File: config.mk
export PLATFORM = sky130hd
export DESIGN_NAME = wb_chain_outreg
export DESIGN_NICKNAME = d
export VERILOG_FILES = /design/src/rtl/wbo_pkg.sv /design/src/rtl/wbo_decode.sv /design/src/rtl/wbo_store.sv /design/src/rtl/wbo_readback.sv /design/src/rtl/wb_chain_outreg.sv
export SDC_FILE = /design/constraint.sdc
export NUM_CORES = 1
export LEC_CHECK = 0
export ABC_AREA = 1
export BUFFER_PORTS_ARGS = -buffer_cell sky130_fd_sc_hd__buf_4
export CORE_UTILIZATION = 34
export DETAILED_ROUTE_END_ITERATION = 16
export PLACE_DENSITY = 0.83
export SLEW_MARGIN = 20
export SYNTH_ARGS = -nofsm -noshare
export SYNTH_HDL_FRONTEND = slang
export SYNTH_SLANG_ARGS = --single-unit
File: constraint.sdc
create_clock -name clk_i -period 0.9 [get_ports clk_i]
set_input_delay 0 -clock clk_i [delete_from_list [all_inputs] [get_ports clk_i]]
set_output_delay 0 -clock clk_i [all_outputs]
set_load 0.02 [all_outputs]
File: src/rtl/wbo_pkg.sv
package wbo_pkg;

  // Number of bus words needed to cover the offset plus the register
  function automatic int unsigned word_count(int unsigned reg_w, int unsigned ofs,
                                             int unsigned bus_w);
    return (reg_w + ofs + bus_w - 1) / bus_w;
  endfunction

  // Address bits for a given number of words (at least one)
  function automatic int unsigned addr_bits(int unsigned words);
    return (words <= 1) ? 1 : $clog2(words);
  endfunction

  // Word holding register bit idx
  function automatic int unsigned word_of(int unsigned idx, int unsigned ofs,
                                          int unsigned bus_w);
    return (idx + ofs) / bus_w;
  endfunction

  // Bit position inside its word of register bit idx
  function automatic int unsigned slot_of(int unsigned idx, int unsigned ofs,
                                          int unsigned bus_w);
    return (idx + ofs) % bus_w;
  endfunction

  // Register bit index seen at word w, slot k; negative or >= reg_w means none
  function automatic int reg_index(int unsigned w, int unsigned k, int unsigned ofs,
                                   int unsigned bus_w);
    return int'(w * bus_w + k) - int'(ofs);
  endfunction

endpackage

File: src/rtl/wbo_decode.sv
module wbo_decode (
  input  logic cyc_i,
  input  logic stb_i,
  input  logic we_i,
  input  logic ack_chain_i,
  output logic sel_hit,
  output logic wr_hit,
  output logic rd_hit,
  output logic ack_o
);
  assign sel_hit = cyc_i & stb_i;
  assign wr_hit  = sel_hit & we_i;
  assign rd_hit  = sel_hit & ~we_i;
  assign ack_o   = sel_hit | ack_chain_i;
endmodule

File: src/rtl/wbo_store.sv
module wbo_store #(
  parameter int unsigned REG_W  = 20,
  parameter int unsigned BUS_W  = 16,
  parameter int unsigned BIT_OFS = 4,
  parameter int unsigned ADDR_W = 1,
  parameter int unsigned LANES  = BUS_W / 8
) (
  input  logic              clk_i,
  input  logic              rst_i,
  input  logic              wr_hit,
  input  logic [ADDR_W-1:0] adr_i,
  input  logic [LANES-1:0]  sel_i,
  input  logic [BUS_W-1:0]  dat_i,
  input  logic [REG_W-1:0]  rst_val_i,
  output logic [REG_W-1:0]  bit_we,
  output logic [REG_W-1:0]  q_o
);
  import wbo_pkg::*;

  for (genvar i = 0; i < REG_W; i++) begin : g_bit
    localparam int unsigned WORD = word_of(i, BIT_OFS, BUS_W);
    localparam int unsigned SLOT = slot_of(i, BIT_OFS, BUS_W);
    localparam int unsigned LANE = SLOT / 8;
    localparam logic [ADDR_W-1:0] WADR = ADDR_W'(WORD);

    assign bit_we[i] = wr_hit && (adr_i == WADR) && sel_i[LANE];

    always_ff @(posedge clk_i) begin
      if (rst_i)          q_o[i] <= rst_val_i[i];
      else if (bit_we[i]) q_o[i] <= dat_i[SLOT];
    end
  end
endmodule

File: src/rtl/wbo_readback.sv
module wbo_readback #(
  parameter int unsigned REG_W  = 20,
  parameter int unsigned BUS_W  = 16,
  parameter int unsigned BIT_OFS = 4,
  parameter int unsigned ADDR_W = 1,
  parameter int unsigned WORDS  = 2
) (
  input  logic [REG_W-1:0]  q_i,
  input  logic [ADDR_W-1:0] adr_i,
  input  logic              rd_hit,
  input  logic [BUS_W-1:0]  dat_chain_i,
  output logic [BUS_W-1:0]  own_word,
  output logic [BUS_W-1:0]  dat_o
);
  import wbo_pkg::*;

  logic [WORDS-1:0][BUS_W-1:0] page;

  for (genvar w = 0; w < WORDS; w++) begin : g_word
    for (genvar k = 0; k < BUS_W; k++) begin : g_slot
      localparam int IDX = reg_index(w, k, BIT_OFS, BUS_W);
      if (IDX >= 0 && IDX < int'(REG_W)) begin : g_live
        assign page[w][k] = q_i[IDX];
      end else begin : g_pad
        assign page[w][k] = 1'b0;
      end
    end
  end

  always_comb begin
    own_word = '0;
    if (32'(adr_i) < WORDS) own_word = page[adr_i];
  end

  assign dat_o = (rd_hit ? own_word : '0) | dat_chain_i;
endmodule

File: src/rtl/wb_chain_outreg.sv
module wb_chain_outreg #(
  parameter int unsigned REG_W   = 20,
  parameter int unsigned BUS_W   = 16,
  parameter int unsigned BIT_OFS = 4,
  localparam int unsigned WORDS  = wbo_pkg::word_count(REG_W, BIT_OFS, BUS_W),
  localparam int unsigned ADDR_W = wbo_pkg::addr_bits(WORDS),
  localparam int unsigned LANES  = BUS_W / 8
) (
  input  logic              clk_i,
  input  logic              rst_i,
  input  logic              cyc_i,
  input  logic              stb_i,
  input  logic              we_i,
  input  logic [LANES-1:0]  sel_i,
  input  logic [ADDR_W-1:0] adr_i,
  input  logic [BUS_W-1:0]  dat_i,
  output logic [BUS_W-1:0]  dat_o,
  output logic              ack_o,
  input  logic              ack_chain_i,
  input  logic [BUS_W-1:0]  dat_chain_i,
  input  logic [REG_W-1:0]  rst_val_i,
  output logic [REG_W-1:0]  q_o
);
  // Named internal events, brought out for the checker
  logic             sel_hit;
  logic             wr_hit;
  logic             rd_hit;
  logic [REG_W-1:0] bit_we;
  logic [BUS_W-1:0] own_word;

  wbo_decode u_decode (
    .cyc_i       (cyc_i),
    .stb_i       (stb_i),
    .we_i        (we_i),
    .ack_chain_i (ack_chain_i),
    .sel_hit     (sel_hit),
    .wr_hit      (wr_hit),
    .rd_hit      (rd_hit),
    .ack_o       (ack_o)
  );

  wbo_store #(
    .REG_W(REG_W), .BUS_W(BUS_W), .BIT_OFS(BIT_OFS), .ADDR_W(ADDR_W), .LANES(LANES)
  ) u_store (
    .clk_i     (clk_i),
    .rst_i     (rst_i),
    .wr_hit    (wr_hit),
    .adr_i     (adr_i),
    .sel_i     (sel_i),
    .dat_i     (dat_i),
    .rst_val_i (rst_val_i),
    .bit_we    (bit_we),
    .q_o       (q_o)
  );

  wbo_readback #(
    .REG_W(REG_W), .BUS_W(BUS_W), .BIT_OFS(BIT_OFS), .ADDR_W(ADDR_W), .WORDS(WORDS)
  ) u_read (
    .q_i         (q_o),
    .adr_i       (adr_i),
    .rd_hit      (rd_hit),
    .dat_chain_i (dat_chain_i),
    .own_word    (own_word),
    .dat_o       (dat_o)
  );
endmodule

==> results of run 1 <==
## worst min-delay path, stage by stage
cell	delay, ns
buf_4	0.08
nand2_1	0.04
nand2_1	0.06
## cells in the final DEF (no fill, tap or decap)
cell type | netlist | layout
nand3_1 | 15 | 15
clkbuf_4 | 0 | 3
clkinv_1 | 0 | 1
buf_12 | 0 | 1
inv_2 | 2 | 2
edfxtp_1 | 20 | 20
nand2_2 | 1 | 3
inv_1 | 18 | 18
dlygate4sd3_1 | 0 | 22
buf_6 | 2 | 33
buf_4 | 1 | 78
nand2_1 | 92 | 90
nor2_1 | 1 | 1
nor2_4 | 1 | 1
## kinds of logic (layout without fill, tap and decap cells)
| logic type | after synthesis | count (layout) | share of synthesized area (%) |
|---|---|---|---|
| flops | 20 | 20 | 51.67 |
| buf+inv | 26 | 158 | 10.33 |
| simple gates | 110 | 110 | 38.00 |
## worst paths after layout
kind	from	cells after the start	to	slack, ns
worst max-delay path	u_store.q_o[3]	5	dat_o[7]	-0.22
worst min-delay path	dat_i[9]	3	u_store.q_o[5]	-0.003
## cell type report
cell class	instances	area, sq um
timing repair buffer	134	1197
fill	224	752.0
sequential	20	600.6
multi-input combinational	110	446.7
inverter	20	75.07
tap	44	55.05
clock buffer	3	22.52
clock inverter	1	3.754
## stage by stage
| step | utilization (%) | setup slack (ns) | power (W) | std cells | cell area, sq um |
|---|---|---|---|---|---|
| 2_1_floorplan | - | 0.01784 | 0.001572 | 156 | 1165 |
| 3_3_place_gp | 62.66 | -0.1296 | 0.002043 | 299 | 1976 |
| 3_5_place_dp | 62.66 | -0.1410 | 0.002054 | 299 | 1976 |
| 4_1_cts | 73.45 | -0.1776 | 0.002569 | 328 | 2316 |
| 5_1_grt | 76.15 | -0.2663 | 0.002791 | 332 | 2401 |
| 6_report | 76.15 | -0.2178 | 0.002681 | 332 | 2401 |
## metal layers
layer	share of wire [%]	vias to the layer above
met2	54	61
met4	2.7	0
li1	-	743
met3	4.4	12
met1	39	692
met5	0	-
## power breakdown
part	leakage [nW]	internal, W	switching [W]
clock	0.0154	0.000161	0.000244
sequential	0.196	0.00114	0.0000625
combinational	1.07	0.000589	0.000487
total	1.28	0.00189	0.000793
## timing repair
action,in CTS,in global routing
hold endpoints to repair,14,0
setup endpoints to repair,16,29
hold buffers,22,0
resized for setup,19,15
pin swaps,20,9
buffers inserted,3,4
==> results.toml, run 1 <==
[timing]
setup_viol = 23
worst_pin_slew_ns = 0.3101
slew_headroom_pct = 79.28
rsz0062_at_grt = "yes"
holdWs_ns = -0.003220
fin_ws_ns = -0.2178
fin_crit_sh_pct = 124.2
fmax_mhz = 894.6
fin_tns_setup_ns = -2.393
min_period_ns = 1.118
drv_slew = 0
hold_violations = 1

[logic_synthesis]
yosysMostFrequentCell = "nand2_1"
synth_common_cells = "nand2_1, edfxtp_1, inv_1"
ys_ff_latch = 20
synth_cells = 156
ys.flop_type = "edfxtp_1"
syn_area_per_cell_sq_um = 7.451
synth_cell_type_count = 11
synthArstFlopShare_pct = 0
synth_top_area_share_pct = 51.67
synth.top_cells.by_area = "edfxtp_1, nand2_1, nand3_1"
yosys_warnings = 0
synth_seq_area_share_pct = 51.67
synthesis.area_sq_mm = 0.001162
synth-edff-count = 20
synth_top_cell_by_area = "edfxtp_1"
syn_nets = 217

[outcome]
violations = "hold timing, setup timing"
status = "finished, violations left"

[cts]
ctsLongestPathBuffers = 2
cts_tree = "done"
cts.htree.levels = 1
clk_pin_slew_worst_paths_ns = 0.10
root_buffer = "clkbuf_4"
cts_sinks = 20
cts_buffers = 3

[floorplanning]
rows = 20
coreArea_sq_mm = 0.003153
io_pins = 98
start_util_pct = 36.87
die_area_sq_mm = 0.003657
die_w_um = 60.47
chipHeight_um = 60.47

[global_route]
antenna_found_initial = 0
grt_max_degree = 21
grtUsageTotal_pct = 22.79
grt_pass1_vias = 1368
gr-total-overflow = 0
grt_use_met1_pct = 28.55
top_usage_layer = "met2"
gr-usage-met3_pct = 2.132
grt_pass1_wl_um = 6099
use_met2_pct = 39.87

[critical_path]
crit_top_cell = "nand2_1"
crit_path_end_kind = "output port"
cp.required_ns = 0.90
critPathKind = "flip-flop to output port"
max_stage_delay_ns = 0.44
worstPathCellList = "nand2_1 -> nand2_1 -> nand2_1 -> nand2_1 -> buf_6"
cp_max_fo = 2
slowest_stage = "edfxtp_1"
crit_arrival_ns = 1.12
path_buf_inv = 1
cp_top_family = "flip-flops"
critPathLaunchType = "flip-flop"

[routing]
drc = 0
drtPass1Iterations = 4
avgViaCountPerCell = 4.542
drt-initial-drc-count = 73
routed_wl_um = 4436
wl_per_cell_um = 13.36
ant_nets = 0
routed-via-count = 1508

[placement]
place.gp.congestion = 0.7539
place_hpwl_um = 2830
port_buffers = 97

[finish]
diodes = 0
reg_top3 = "u_store.q_o (20)"
largest_register_ff_count = 20
syn_to_final_growth_pct = 106.6
drive_above_1_share_pct = 42.01
largest-register = "u_store.q_o"
fin_nets = 350

[power]
powerDensity_mw_per_mm2 = 1117
vdd_drop_max_uv = 1067
p_leak_nw = 1.284

[run]
cap_viol_max_count = 0

[worst_hold_path]
min_path_type = "input pin to flip-flop"
Note: power is estimated with default switching activity, not from simulation.
==> inputs of run 2 (changes only) <==
Settings changed: GPL_TIMING_DRIVEN from default to 0.
==> results.toml, run 2 (synthesis results as in run 1) <==
[placement]
place_area_sq_mm = 0.001941
port_buffers = 96
place.gp.congestion = 0.7307
place_inst = 296
place_hpwl_um = 2752

[finish]
fin_cells = 333
diodes = 0
utilization_pct = 76.39
largest-register = "u_store.q_o"
drive_above_1_share_pct = 40.83
reg_top3 = "u_store.q_o (20)"
final_common_cell = "nand2_1"
stdcell_area_sq_mm = 0.002409
fin_nets = 352
largest_register_ff_count = 20
final_cell_mix = "nand2_1, buf_4, buf_6, dlygate4sd3_1, edfxtp_1"
syn_to_final_growth_pct = 107.2

[critical_path]
cp.required_ns = 0.90
critPathKind = "flip-flop to output port"
critPathLaunchType = "flip-flop"
crit_arrival_ns = 1.17
cp_max_fo = 2
crit_path_end_kind = "output port"

[floorplanning]
chipHeight_um = 60.47
start_util_pct = 36.87
io_pins = 98
coreArea_sq_mm = 0.003153
rows = 20
die_w_um = 60.47
die_area_sq_mm = 0.003657

[outcome]
violations = "hold timing, setup timing"
status = "finished, violations left"

[timing]
hold_violations = 3
fin_ws_ns = -0.2681
worst_pin_slew_ns = 0.3531
min_period_ns = 1.168
holdWs_ns = -0.01082
slew_headroom_pct = 76.40
rsz0062_at_grt = "yes"
fin_crit_sh_pct = 129.8
fmax_mhz = 856.1
drv_slew = 0
setup_viol = 24

[global_route]
antenna_found_initial = 0
grt_pass1_wl_um = 6147
gr-total-overflow = 0
grt_max_degree = 11
grt_pass1_vias = 1386
grtUsageTotal_pct = 23.01

[routing]
routed_wl_um = 4600
drt-initial-drc-count = 78
wl_per_cell_um = 13.81
ant_nets = 0
routed-via-count = 1514
drc = 0
drtPass1Iterations = 4
avgViaCountPerCell = 4.547

[power]
p_leak_nw = 1.282
powerDensity_mw_per_mm2 = 1114
vdd_drop_max_uv = 669.8
finalPower_w = 0.002683

[worst_hold_path]
min_path_type = "input pin to flip-flop"
min_to = "u_store.q_o[5]"
holdCritStartpoint = "dat_i[9]"
whs_path_depth = 3

[cts]
cts_sinks = 20
ctsLongestPathBuffers = 2
cts_buffers = 3
cts.htree.levels = 1
clk_pin_slew_worst_paths_ns = 0.11
cts_tree = "done"
root_buffer = "clkbuf_4"

[run]
cap_viol_max_count = 0
-- run 2: critical path: stages (launching register included) --
cell and delay, ns:
edfxtp_1 0.46, nand2_1 0.10, nand2_1 0.06, nand2_1 0.06, nand2_1 0.06, buf_6 0.13
-- run 2: repair_timing --
item | 4_1_cts | 5_1_grt
setup buffers | 3 | 4
pin swaps | 18 | 5
gates resized for setup | 19 | 13
hold endpoints to repair | 16 | 0
hold buffers | 28 | 0
endpoints found under the setup margin | 16 | 29
gates cloned | 0 | 0
-- run 2: cell type report --
type / count / area, sq um
plain buffers: 6 / 45.04
clock buffers: 3 / 22.52
fillers: 225 / 744.5
inverters: 20 / 75.07
multi-input cells: 110 / 451.7
flip-flops and latches: 20 / 600.6
well taps: 44 / 55.05
repair buffers: 130 / 1159
-- run 2: how the worst max path moves through the flow --
stage	startpoint	endpoint	slack, ns
final	u_store.q_o[0]	dat_o[4]	-0.27
after global routing	u_store.q_o[0]	dat_o[4]	-0.33
after CTS	u_store.q_o[3]	dat_o[7]	-0.18
after detailed placement	rst_i	u_store.q_o[15]	-0.22
after global placement	cyc_i	u_store.q_o[14]	-0.19
after floorplan	adr_i	u_store.q_o[10]	0.02
-- run 2: metal layers --
| layer | GRT usage [%] | share of wire (%) | vias up |
|---|---|---|---|
| li1 | - | - | 747 |
| met1 | 28.49 | 37 | 680 |
| met2 | 40.50 | 55 | 69 |
| met3 | 1.066 | 4.1 | 18 |
| met4 | 12.34 | 4.1 | 0 |
| met5 | 0 | 0 | - |
-- run 2: through the flow --
step	setup TNS (ns)	setup slack, ns
floorplan	0	0.01784
global placement	-2.479	-0.1902
detailed placement	-2.735	-0.2152
CTS	-1.727	-0.1778
global route	-3.595	-0.3292
finish	-2.606	-0.2681
-- run 2: power breakdown --
part / leakage [nW] / total [W] / internal, W / switching [W]
sequential: 0.196 / 0.00120 / 0.00114 / 0.0000654
combinational: 1.07 / 0.00107 / 0.000579 / 0.000489
clock: 0.0138 / 0.000412 / 0.000156 / 0.000257
total: 1.28 / 0.00268 / 0.00187 / 0.000811
